**config.mk**
```make
export PLATFORM = sky130hd
export DESIGN_NAME = still_capture
export DESIGN_NICKNAME = d
export VERILOG_FILES = /design/src/rtl/still_capture_pkg.sv /design/src/rtl/still_capture_dp.sv /design/src/rtl/still_capture_ctrl.sv /design/src/rtl/still_capture.sv
export SDC_FILE = /design/constraint.sdc
export NUM_CORES = 1
export LEC_CHECK = 0
export ABC_AREA = 0
export BUFFER_PORTS_ARGS = -buffer_cell sky130_fd_sc_hd__buf_4
export CORE_UTILIZATION = 43
export DETAILED_ROUTE_END_ITERATION = 10
export GPL_ROUTABILITY_DRIVEN = 0
export GPL_TIMING_DRIVEN = 0
export PLACE_DENSITY = 0.7
export SETUP_SLACK_MARGIN = 0.2
export SYNTH_ARGS = -nofsm -noshare
export SYNTH_HDL_FRONTEND = slang
export SYNTH_SLANG_ARGS = --single-unit
```
**constraint.sdc**
```tcl
create_clock -name clk -period 1.9 [get_ports clk]
set_input_delay 0.285 -clock clk [delete_from_list [all_inputs] [get_ports clk]]
set_output_delay 0.285 -clock clk [all_outputs]
set_load 0.005 [all_outputs]
```
**src/rtl/still_capture_pkg.sv**
```systemverilog
package still_capture_pkg;

  typedef enum logic [2:0] {
    ST_IDLE,
    ST_WAIT_VLOW,
    ST_WAIT_LINE,
    ST_WRITE,
    ST_STEP,
    ST_GAP,
    ST_DONE
  } capState_t;

  typedef struct packed {
    logic clearAll;
    logic latchData;
    logic writeNow;
    logic incAddr;
  } capStrobes_t;

endpackage

```
**src/rtl/still_capture_dp.sv**
```systemverilog
module still_capture_dp
  import still_capture_pkg::*;
#(
  parameter int ADDR_W = 19,
  parameter int DATA_W = 8,
  parameter int SYNC_STAGES = 2
) (
  input  logic              clk,
  input  logic              rstN,
  input  capStrobes_t       strobes,
  input  logic              vsyncIn,
  input  logic              hrefIn,
  input  logic [DATA_W-1:0] pixData,
  output logic              vsSync,
  output logic              hrSync,
  output logic              vsRise,
  output logic              hrRise,
  output logic [ADDR_W-1:0] addrQ,
  output logic [DATA_W-1:0] dataQ,
  output logic              ovfQ
);

  localparam int PIPE_W = DATA_W + 2;

  logic [PIPE_W-1:0] syncPipe [SYNC_STAGES];
  logic vsPrev, hrPrev;

  // Strobes and data share one synchroniser chain so they stay aligned.
  always_ff @(posedge clk or negedge rstN) begin
    if (!rstN) begin
      for (int i = 0; i < SYNC_STAGES; i++) syncPipe[i] <= '0;
      vsPrev <= 1'b0;
      hrPrev <= 1'b0;
    end else begin
      syncPipe[0] <= {vsyncIn, hrefIn, pixData};
      for (int i = 1; i < SYNC_STAGES; i++) syncPipe[i] <= syncPipe[i-1];
      vsPrev <= vsSync;
      hrPrev <= hrSync;
    end
  end

  assign vsSync = syncPipe[SYNC_STAGES-1][DATA_W+1];
  assign hrSync = syncPipe[SYNC_STAGES-1][DATA_W];
  assign vsRise = vsSync & ~vsPrev;
  assign hrRise = hrSync & ~hrPrev;

  always_ff @(posedge clk or negedge rstN) begin
    if (!rstN) begin
      addrQ <= '0;
      ovfQ  <= 1'b0;
      dataQ <= '0;
    end else begin
      if (strobes.clearAll) begin
        addrQ <= '0;
        ovfQ  <= 1'b0;
      end else if (strobes.incAddr) begin
        if (&addrQ) ovfQ <= 1'b1;
        else        addrQ <= addrQ + 1'b1;
      end
      if (strobes.latchData) dataQ <= syncPipe[SYNC_STAGES-1][DATA_W-1:0];
    end
  end

endmodule

```
**src/rtl/still_capture_ctrl.sv**
```systemverilog
module still_capture_ctrl
  import still_capture_pkg::*;
(
  input  logic        clk,
  input  logic        rstN,
  input  logic        arm,
  input  logic        decimate,
  input  logic        vsSync,
  input  logic        hrSync,
  input  logic        vsRise,
  input  logic        hrRise,
  output capStrobes_t strobes,
  output logic        busy,
  output logic        done
);

  capState_t state, stateNext;
  logic decLatched;
  logic lineOdd;
  logic storeLine;

  assign storeLine = ~decLatched | ~lineOdd;

  always_comb begin
    stateNext = state;
    strobes   = '0;
    case (state)
      ST_IDLE, ST_DONE: begin
        if (arm) begin
          stateNext        = ST_WAIT_VLOW;
          strobes.clearAll = 1'b1;
        end
      end
      ST_WAIT_VLOW: begin
        if (!vsSync) stateNext = ST_WAIT_LINE;
      end
      ST_WAIT_LINE: begin
        if (hrRise) begin
          stateNext         = ST_WRITE;
          strobes.latchData = storeLine;
        end
      end
      ST_WRITE: begin
        strobes.writeNow = storeLine;
        stateNext        = ST_STEP;
      end
      ST_STEP: begin
        strobes.incAddr = storeLine;
        if (hrSync) begin
          stateNext         = ST_WRITE;
          strobes.latchData = storeLine;
        end else begin
          stateNext = ST_GAP;
        end
      end
      ST_GAP: begin
        if (vsRise) begin
          stateNext = ST_DONE;
        end else if (hrRise) begin
          stateNext         = ST_WRITE;
          strobes.latchData = storeLine;
        end
      end
      default: stateNext = ST_IDLE;
    endcase
  end

  always_ff @(posedge clk or negedge rstN) begin
    if (!rstN) begin
      state      <= ST_IDLE;
      decLatched <= 1'b0;
      lineOdd    <= 1'b0;
    end else begin
      state <= stateNext;
      if (strobes.clearAll) begin
        decLatched <= decimate;
        lineOdd    <= 1'b0;
      end else if (state == ST_STEP && !hrSync) begin
        lineOdd <= ~lineOdd;
      end
    end
  end

  assign busy = (state != ST_IDLE) && (state != ST_DONE);
  assign done = (state == ST_DONE);

endmodule

```
**src/rtl/still_capture.sv**
```systemverilog
module still_capture
  import still_capture_pkg::*;
#(
  parameter int ADDR_W = 19,
  parameter int DATA_W = 8
) (
  input  logic              clk,
  input  logic              rstN,
  input  logic              arm,
  input  logic              decimate,
  input  logic              vsyncIn,
  input  logic              hrefIn,
  input  logic [DATA_W-1:0] pixData,
  output logic [ADDR_W-1:0] sramAddr,
  output logic [DATA_W-1:0] sramData,
  output logic              sramWeN,
  output logic              busy,
  output logic              done,
  output logic              overflow
);

  capStrobes_t strobes;
  logic vsSync, hrSync, vsRise, hrRise;

  still_capture_ctrl u_ctrl (
    .clk      (clk),
    .rstN     (rstN),
    .arm      (arm),
    .decimate (decimate),
    .vsSync   (vsSync),
    .hrSync   (hrSync),
    .vsRise   (vsRise),
    .hrRise   (hrRise),
    .strobes  (strobes),
    .busy     (busy),
    .done     (done)
  );

  still_capture_dp #(
    .ADDR_W (ADDR_W),
    .DATA_W (DATA_W)
  ) u_dp (
    .clk     (clk),
    .rstN    (rstN),
    .strobes (strobes),
    .vsyncIn (vsyncIn),
    .hrefIn  (hrefIn),
    .pixData (pixData),
    .vsSync  (vsSync),
    .hrSync  (hrSync),
    .vsRise  (vsRise),
    .hrRise  (hrRise),
    .addrQ   (sramAddr),
    .dataQ   (sramData),
    .ovfQ    (overflow)
  );

  assign sramWeN = ~strobes.writeNow;

endmodule

```
* Yosys cells after proc, flatten, opt, wreduce, memory -nomap -nowiden
Index checks and enable logic that the tools add are counted.
Word-level totals: input bits 14, flip-flop bits (word level) 55, word-level logic and storage cells 64, output and inout port bits 31
Operators by class: add/sub/neg operators 1, reduce and logical (&&, ||, !) cells 13, mux-type cells 22, eq/ne operators 10, bitwise gates (word level) 8
Operators by type and width (number):
- 19-bit 2-to-1 mux | 3
- 19-bit by 1-bit adder with 19-bit output (second input constant) | 1
- 19-bit AND reduction | 1
- 3-bit one-hot mux with 6 select lines | 1
- 3-bit 2-to-1 mux | 5
- 1-bit 2-to-1 mux | 12
- 3-bit == test (second input constant) | 3
- 3-bit by 2-bit == test with 1-bit output (second input constant) | 2
- 2-bit != test (second input constant) | 3
- 2-bit AND reduction | 3
- 2-bit nonzero test | 3
- 1-bit inverter | 5
- 3-bit by 1-bit == test with 1-bit output (second input constant) | 1
- 3-bit zero test | 1
- 3-bit != test (second input constant) | 1
- 1-bit one-hot mux with 3 select lines | 1
- 3-bit nonzero test | 1
- 1-bit bitwise AND | 2
- 1-bit logical AND | 2
- 2-bit OR reduction | 1
- 1-bit zero test | 1
- 1-bit OR | 1

* Depth between registers and ports, before layout
Gate-level depths: netlist (run 1).
word-level depth 5, mapped depth 6, gate-level depth less buffers 6

* By module
From an unflattened synthesis (run 1), not the netlist that was laid out.
Second synthesis, totals: cells, all modules 214, area, all modules 2497.4 µm²
Modules (own cells, without submodules):
- still_capture_dp | area an instance 2070.7 µm², cells an instance 166, times used 1, sequential area each 1251.2 µm²
- still_capture_ctrl | area an instance 422.9 µm², cells an instance 47, times used 1, sequential area each 125.1 µm²
- still_capture | area an instance 3.8 µm², cells an instance 1, times used 1, sequential area each 0.0 µm²

* Least setup slack after synthesis (run 1)
OpenSTA, ideal clock, no wires.
path type register to register, start register u_dp.addrQ[0], end register u_dp.addrQ[12], clock period less this slack 1.846 ns, path slack 0.054 ns, arrival 1.718 ns, cell stages (with the launch flop) 7, required time 1.773 ns, cells stage by stage dfrtp_1 > ha_1 > nand3_1 > nor3_2 > a211oi_4 > nand4_1 > mux2_1
Between the ends: longest elaborated chain between the ends 4, elaborated cells between the ends (all ways) 7, classes of those cells add/sub: 1; eq/ne: 1; mux: 3; reduce/logical: 2
Ends and longest elaborated chain:
- from (decl) | line still_capture_dp.sv:18 | output logic [ADDR_W-1:0] addrQ,
- from (signal assigned) | line still_capture_dp.sv:58 | else addrQ <= addrQ + 1'b1;
- 19-bit by 1-bit adder with 19-bit output | line still_capture_dp.sv:58
- 19-bit 2-to-1 mux | line still_capture_dp.sv:57 | if (&addrQ) ovfQ <= 1'b1;
- 19-bit 2-to-1 mux | line still_capture_dp.sv:56 | end else if (strobes.incAddr) begin
- 19-bit 2-to-1 mux | line still_capture_dp.sv:53 | if (strobes.clearAll) begin
Several ways; a longest one is shown, not always the timed one. The select of a mux whose other input is x is not followed. A chain may end at the register's enable or synchronous reset.

* Worst setup path after layout (run 1)
start register u_ctrl.state[1], end register u_dp.addrQ[14]
Between the ends: longest elaborated chain between the ends 5, elaborated cells between the ends (all ways) 10, classes of those cells eq/ne: 3; mux: 3; reduce/logical: 4
Ends and longest elaborated chain:
- from (decl) | line still_capture_ctrl.sv:17 | capState_t state, stateNext;
- from (signal assigned) | line still_capture_ctrl.sv:74 | state <= stateNext;
- 3-bit == test / 3-bit zero test (equally long branches) | line still_capture_ctrl.sv:27 | case (state)
- 2-bit OR reduction | line still_capture_ctrl.sv:27
- 1-bit 2-to-1 mux | line still_capture_ctrl.sv:27
- 2-bit != test (no source line) / 2-bit nonzero test (equally long branches)
- 2-bit AND reduction (no source line)
Several ways; a longest one is shown, not always the timed one.

==> results.yml, run 1 <==
place:
  dp_hpwl_um: 3332
  place_ws_ps: -160.4
  io_buffers: 44
yosys:
  synth.top_cell.area_share_pct: 56.91
  synth_area_leaders: "dfrtp_1, mux2_2, nor2_1"
  synth-seq-area-share_pct: 56.91
  yosysWarnings: 0
  async_flop_share_pct: 100.0
  synth-seq-cells: 55
  synth_area_um2: 2419
  synth-edff-count: 0
  ys.flop_type: "dfrtp_1"
  synthCells: 210
  syn_area_per_cell_um2: 11.52
  synth_top_cells_by_count: "dfrtp_1, nor2_1, nand3_1"
  ys_types: 50
  synth_most_common_cell: "dfrtp_1"
  synth_top_area_cell: "dfrtp_1"
  syn_nets: 225
cells_and_area:
  num-nets-final: 311
  area_delta_synth_final_pct: 42.47
  multiInputGateArea_um2: 1170
  drive_gt1_share_pct: 48.48
  antenna_cells: 0
  n_fill_cell: 401
  seqCellArea_um2: 1379
clock_network:
  clock_latency_ps: 320
  cts_buffers: 5
  clk_pin_slew_worst_paths_ps: 110
  cts_tree: "built"
  clk_path_buf_depth: 2
  htreeDepth: 2
  cts_sinks: 55
  cts_root_buf: "clkbuf_8"
  hold_buffers: 0
sta:
  period_minus_slack_ps: 1821
  setup-violations-final: 0
  timing.final.ws_setup_ps: 78.62
  hold_ws_ps: -3.830
  fmax_mhz: 549.0
  slew_viol_final: 0
  rsz0062_at_grt: "yes"
  slew_headroom_pct: 54.16
  worst_pin_slew_ps: 687.7
  hold_viol: 2
  min_period_over_period_pct: 95.86
  fin_skew_ps: 10.08
  finalSetupTns_ps: 0
detailed_routing:
  num_vias: 1968
  vias_per_cell: 5.362
  drc: 0
  routedWlPerCell_um: 16.13
  drt_iter0_markers: 147
  ant_nets: 0
  routed_wl_um: 5919
  drtPass1Iterations: 4
power:
  p_per_area_nw_per_um2: 1172
  irDropWorstVdd_v: 0.0006624
  p_leak_nw: 1.539
  power.total_mw: 4.038
run_status:
  violations: "hold timing"
  status: "finished with violations"
setup_path:
  r2r-end: "u_dp.addrQ[14]$_DFFE_PN0P_"
  arrival_ps: 2040
  rr_startpoint: "u_ctrl.state[1]$_DFFE_PN0P_"
  r2r_cells: 7
  cp_max_fo: 6
  crit_path_end_kind: "register"
  start_kind: "register"
  required_ps: 2120
  worstSetupPathType: "register to register"
  reg2reg_setup_slack_ps: 80
floorplan:
  placementRows: 26
  die_height_um: 77.00
  die_area_um2: 5928
  start_util_pct: 45.89
  ios: 45
  core_area_um2: 5270
  die_w_um: 77.00
grt:
  grt_pass1_wl_um: 9315
  overflow: 0
  grt_max_degree: 56
  antenna_found_initial: 0
  grt_usage_pct: 20.32
  grt_pass1_vias: 1897
min_path:
  min_path_type: "input pin to asynchronous set/reset pin"
job:
  max_cap_viol_count: 0
[flip-flops by register name, indices dropped and copies added (netlist names)]
register	flops
u_ctrl.lineOdd	1
u_dp.hrSync	1
u_ctrl.decLatched	1
u_dp.dataQ	8
u_dp.ovfQ	1
u_dp.vsSync	1
u_dp.hrPrev	1
u_dp.addrQ	19
u_dp.syncPipe	18
u_ctrl.state	3
u_dp.vsPrev	1
[final cells by class]
cell class | instances | area share [%]
sequential | 55 | 40.01
multi-input combinational | 141 | 33.95
timing repair buffer | 79 | 17.54
tap | 70 | 2.542
buffer | 8 | 2.288
clock buffer | 5 | 1.997
clock inverter | 3 | 0.9078
inverter | 6 | 0.7625
[report_power, final]
part	leakage (nW)	switching, mW	internal [mW]	total [mW]
registers	0.686	0.132	1.38	1.51
clock network	0.0522	0.427	0.281	0.708
logic	0.801	0.847	0.973	1.82
[critical path, cell delays in order (launching register included)]
cell,delay (ps)
dfrtp_1,390
buf_6,140
nor3b_4,220
a22oi_2,150
buf_4,180
a2111oi_4,370
a31o_2,210
a21oi_1,60
[layout by cell type (no fill, tap or decap), drive strengths merged, types with 2 or more instances in the layout]
master | Yosys | routed
nor3 | 5 | 5
nor2 | 23 | 23
clkbuf | 3 | 6
a211oi | 5 | 5
xnor2 | 9 | 9
a21oi | 8 | 8
a2111oi | 2 | 2
dfrtp | 55 | 55
mux2i | 4 | 4
nor3b | 2 | 2
a31o | 3 | 3
mux2 | 12 | 12
or2 | 2 | 2
nor4 | 2 | 2
or3 | 2 | 2
nor2b | 5 | 5
inv | 6 | 7
o21ai | 5 | 5
nand2 | 8 | 8
buf | 5 | 86
and3 | 4 | 4
nand3 | 11 | 11
xor2 | 3 | 3
o211ai | 3 | 3
nand4 | 9 | 9
nand2b | 2 | 2
[per-stage QoR]
step / area [um2] / utilization (%) / instances
floorplan: 2434 / - / 210
global placement: 2851 / 54.11 / 324
detailed placement: 2851 / 54.11 / 324
CTS: 3247 / 61.61 / 357
global route: 3446 / 65.38 / 367
finish: 3446 / 65.38 / 367
[layer usage]
metal,global-route usage [%],vias to the layer above,routed length (um)
met2,32.59,53,3088
li1,-,924,-
met3,4.762,5,296
met4,8.679,0,66
met1,26.37,986,2468
met5,0,-,0
[worst max path at each step]
stage	startpoint	end	cells past startpoint
final	u_ctrl.state[1]$_DFFE_PN0P_	u_dp.addrQ[14]$_DFFE_PN0P_	7
after global routing	u_ctrl.state[1]$_DFFE_PN0P_	u_dp.addrQ[15]$_DFFE_PN0P_	6
after CTS	u_ctrl.state[1]$_DFFE_PN0P_	u_dp.addrQ[12]$_DFFE_PN0P_	6
after detailed placement	u_ctrl.state[1]$_DFFE_PN0P_	u_dp.addrQ[17]$_DFFE_PN0P_	6
after global placement	u_ctrl.state[1]$_DFFE_PN0P_	u_dp.addrQ[17]$_DFFE_PN0P_	6
after floorplan	u_ctrl.state[0]$_DFFE_PN0P_	u_dp.addrQ[12]$_DFFE_PN0P_	6
[repair_timing]
item,4_1_cts,5_1_grt
resized for setup,27,31
endpoints found under the setup margin,29,31
buffers inserted,25,10
pin swaps,18,13
[cells by family after synthesis]
family                   count (synthesis)  synth area share, %
XOR/XNOR                                12                4.346
buffers and inverters                   14                2.845
AND/OR/NAND/NOR                         79                17.80
AO/OA/AOI/OAI                           33                10.35
adder cells (fa/ha/maj)                  1               0.5172
multiplexers                            16                7.243
flip-flops                              55                56.91
Note: power is estimated with default switching activity, not from simulation.
==> run 2, diff against run 1 <==
- GPL_TIMING_DRIVEN: 0 -> default
==> results.yml, run 2 (synthesis results as in run 1) <==
clock_network:
  htreeDepth: 2
  clk_path_buf_depth: 2
  cts_buffers: 5
  cts_sinks: 55
  cts_root_buf: "clkbuf_8"
  hold_buffers: 0
  clk_pin_slew_worst_paths_ps: 110
  cts_tree: "built"
  clock_latency_ps: 320
setup_path:
  r2r_cells: 7
  crit_path_end_kind: "register"
  required_ps: 2160
  crit_path_max_incr_delay_ps: 460
  arrival_ps: 2100
  slowest_stage: "dfrtp_2"
  worstSetupPathType: "register to register"
  crit_top_cell: "buf_4"
  start_kind: "register"
  worstPathCellList: "nor3b_4, a22oi_2, buf_4, a2111oi_2, buf_4, nand4_1, a21oi_2"
  critical_path.top_delay_family: "compound AO/OA/AOI/OAI gates"
  worst-path-stages: 7
  cp_max_fo: 5
  rr_startpoint: "u_ctrl.state[2]$_DFFE_PN0P_"
  path_buf_inv: 2
  cp-startpoint: "u_ctrl.state[2]$_DFFE_PN0P_"
sta:
  hold_viol: 11
  setup-violations-final: 0
  slew_headroom_pct: 55.47
  finalSetupTns_ps: 0
  min_period_over_period_pct: 97.19
  fmax_mhz: 541.5
  timing.final.ws_setup_ps: 53.38
  worst_pin_slew_ps: 668.0
  slew_viol_final: 0
  period_minus_slack_ps: 1847
  fin_skew_ps: 9.774
  hold_ws_ps: -19.25
  rsz0062_at_grt: "yes"
grt:
  grt_pass1_vias: 1833
  grt_pass1_wl_um: 8832
  antenna_found_initial: 0
  grt_max_degree: 56
  overflow: 0
  grt_usage_pct: 18.99
place:
  dp_hpwl_um: 3347
  place_ws_ps: 32.80
  io_buffers: 44
  placedCellCount: 337
  place_area_um2: 2972
floorplan:
  die_area_um2: 5928
  start_util_pct: 45.89
  die_w_um: 77.00
  placementRows: 26
  die_height_um: 77.00
  core_area_um2: 5270
  ios: 45
detailed_routing:
  drtPass1Iterations: 4
  routed_wl_um: 6057
  num_vias: 2022
  drt_iter0_markers: 146
  routedWlPerCell_um: 16.28
  vias_per_cell: 5.435
  ant_nets: 0
  drc: 0
cells_and_area:
  top_regs: "u_dp.addrQ (19), u_dp.syncPipe (18), u_dp.dataQ (8)"
  final_common_cell: "buf_4"
  postLayoutCoreUtil_pct: 66.69
  layout_common_cells: "buf_4, dfrtp_1, nor2_1"
  antenna_cells: 0
  n_fill_cell: 379
  drive_gt1_share_pct: 50.33
  final_cells: 372
  top_register: "u_dp.addrQ"
  finalInstanceArea_um2: 3515
  area_delta_synth_final_pct: 45.32
  largest_register_ffs: 19
  num-nets-final: 316
power:
  p_comb_share_pct: 44.3
  switching_share_pct: 34.23
  p_int_mw: 2.682
  irDropWorstVdd_v: 0.0006218
  p_sw_mw: 1.396
  pwr-share-seq_pct: 38.3
  power_frac_clock_pct: 17.4
  p_leak_nw: 1.580
  p_per_area_nw_per_um2: 1160
  power.total_mw: 4.077
min_path:
  min_path_type: "input pin to asynchronous set/reset pin"
job:
  max_cap_viol_count: 0
run_status:
  violations: "hold timing"
  status: "finished with violations"
[run 2: area by class of cell]
cell class / instances / area (um2) / area share (%)
Sequential cell: 55 / 1381 / 39.30
Multi-Input combinational cell: 141 / 1159 / 32.97
Clock inverter: 3 / 31.28 / 0.8900
Inverter: 6 / 22.52 / 0.6408
Clock buffer: 5 / 68.82 / 1.958
Tap cell: 70 / 87.58 / 2.492
Timing Repair Buffer: 92 / 764.5 / 21.75
[run 2: worst paths after layout]
kind                                               end  slack [ps]
setup / recovery            u_dp.addrQ[14]$_DFFE_PN0P_          50
hold / removal             u_dp.syncPipe[13]$_DFF_PN0_         -20
setup reg to reg            u_dp.addrQ[14]$_DFFE_PN0P_          50
hold reg to reg             u_dp.syncPipe[4]$_DFF_PN0_         360
max in group asynchronous    u_dp.addrQ[6]$_DFFE_PN0P_        1420
min in group clk           u_dp.syncPipe[18]$_DFF_PN0_          60
[run 2: routing by layer]
metal / vias to the layer above / routed length (um) / share of wire, % / GRT usage [%]
met5: - / 0 / 0 / 0
met1: 1007 / 2611 / 43 / 25.27
li1: 930 / - / - / -
met4: 0 / 120 / 2.0 / 7.170
met3: 17 / 291 / 4.8 / 4.167
met2: 68 / 3034 / 50 / 30.36
[run 2: worst reg2reg max path, stage by stage, from the launching register on]
cell	delay, ps
dfrtp_2	460
nor3b_4	240
a22oi_2	150
buf_4	160
a2111oi_2	310
buf_4	200
nand4_1	130
a21oi_2	150
[run 2: timing repair]
item	in CTS	in global routing
setup buffers	7	18
pin swaps	11	18
endpoints found under the setup margin	25	31
cloned	0	2
gates resized for setup	16	30
[run 2: power groups by stage]
stage | clock [mW] | sequential [mW] | combinational (mW)
2_1_floorplan | 0 | 1.53 | 0.793
3_3_place_gp | 0 | 1.58 | 1.29
3_5_place_dp | 0 | 1.59 | 1.31
4_1_cts | 0.725 | 1.56 | 1.48
5_1_grt | 0.786 | 1.58 | 1.94
6_report | 0.710 | 1.56 | 1.80
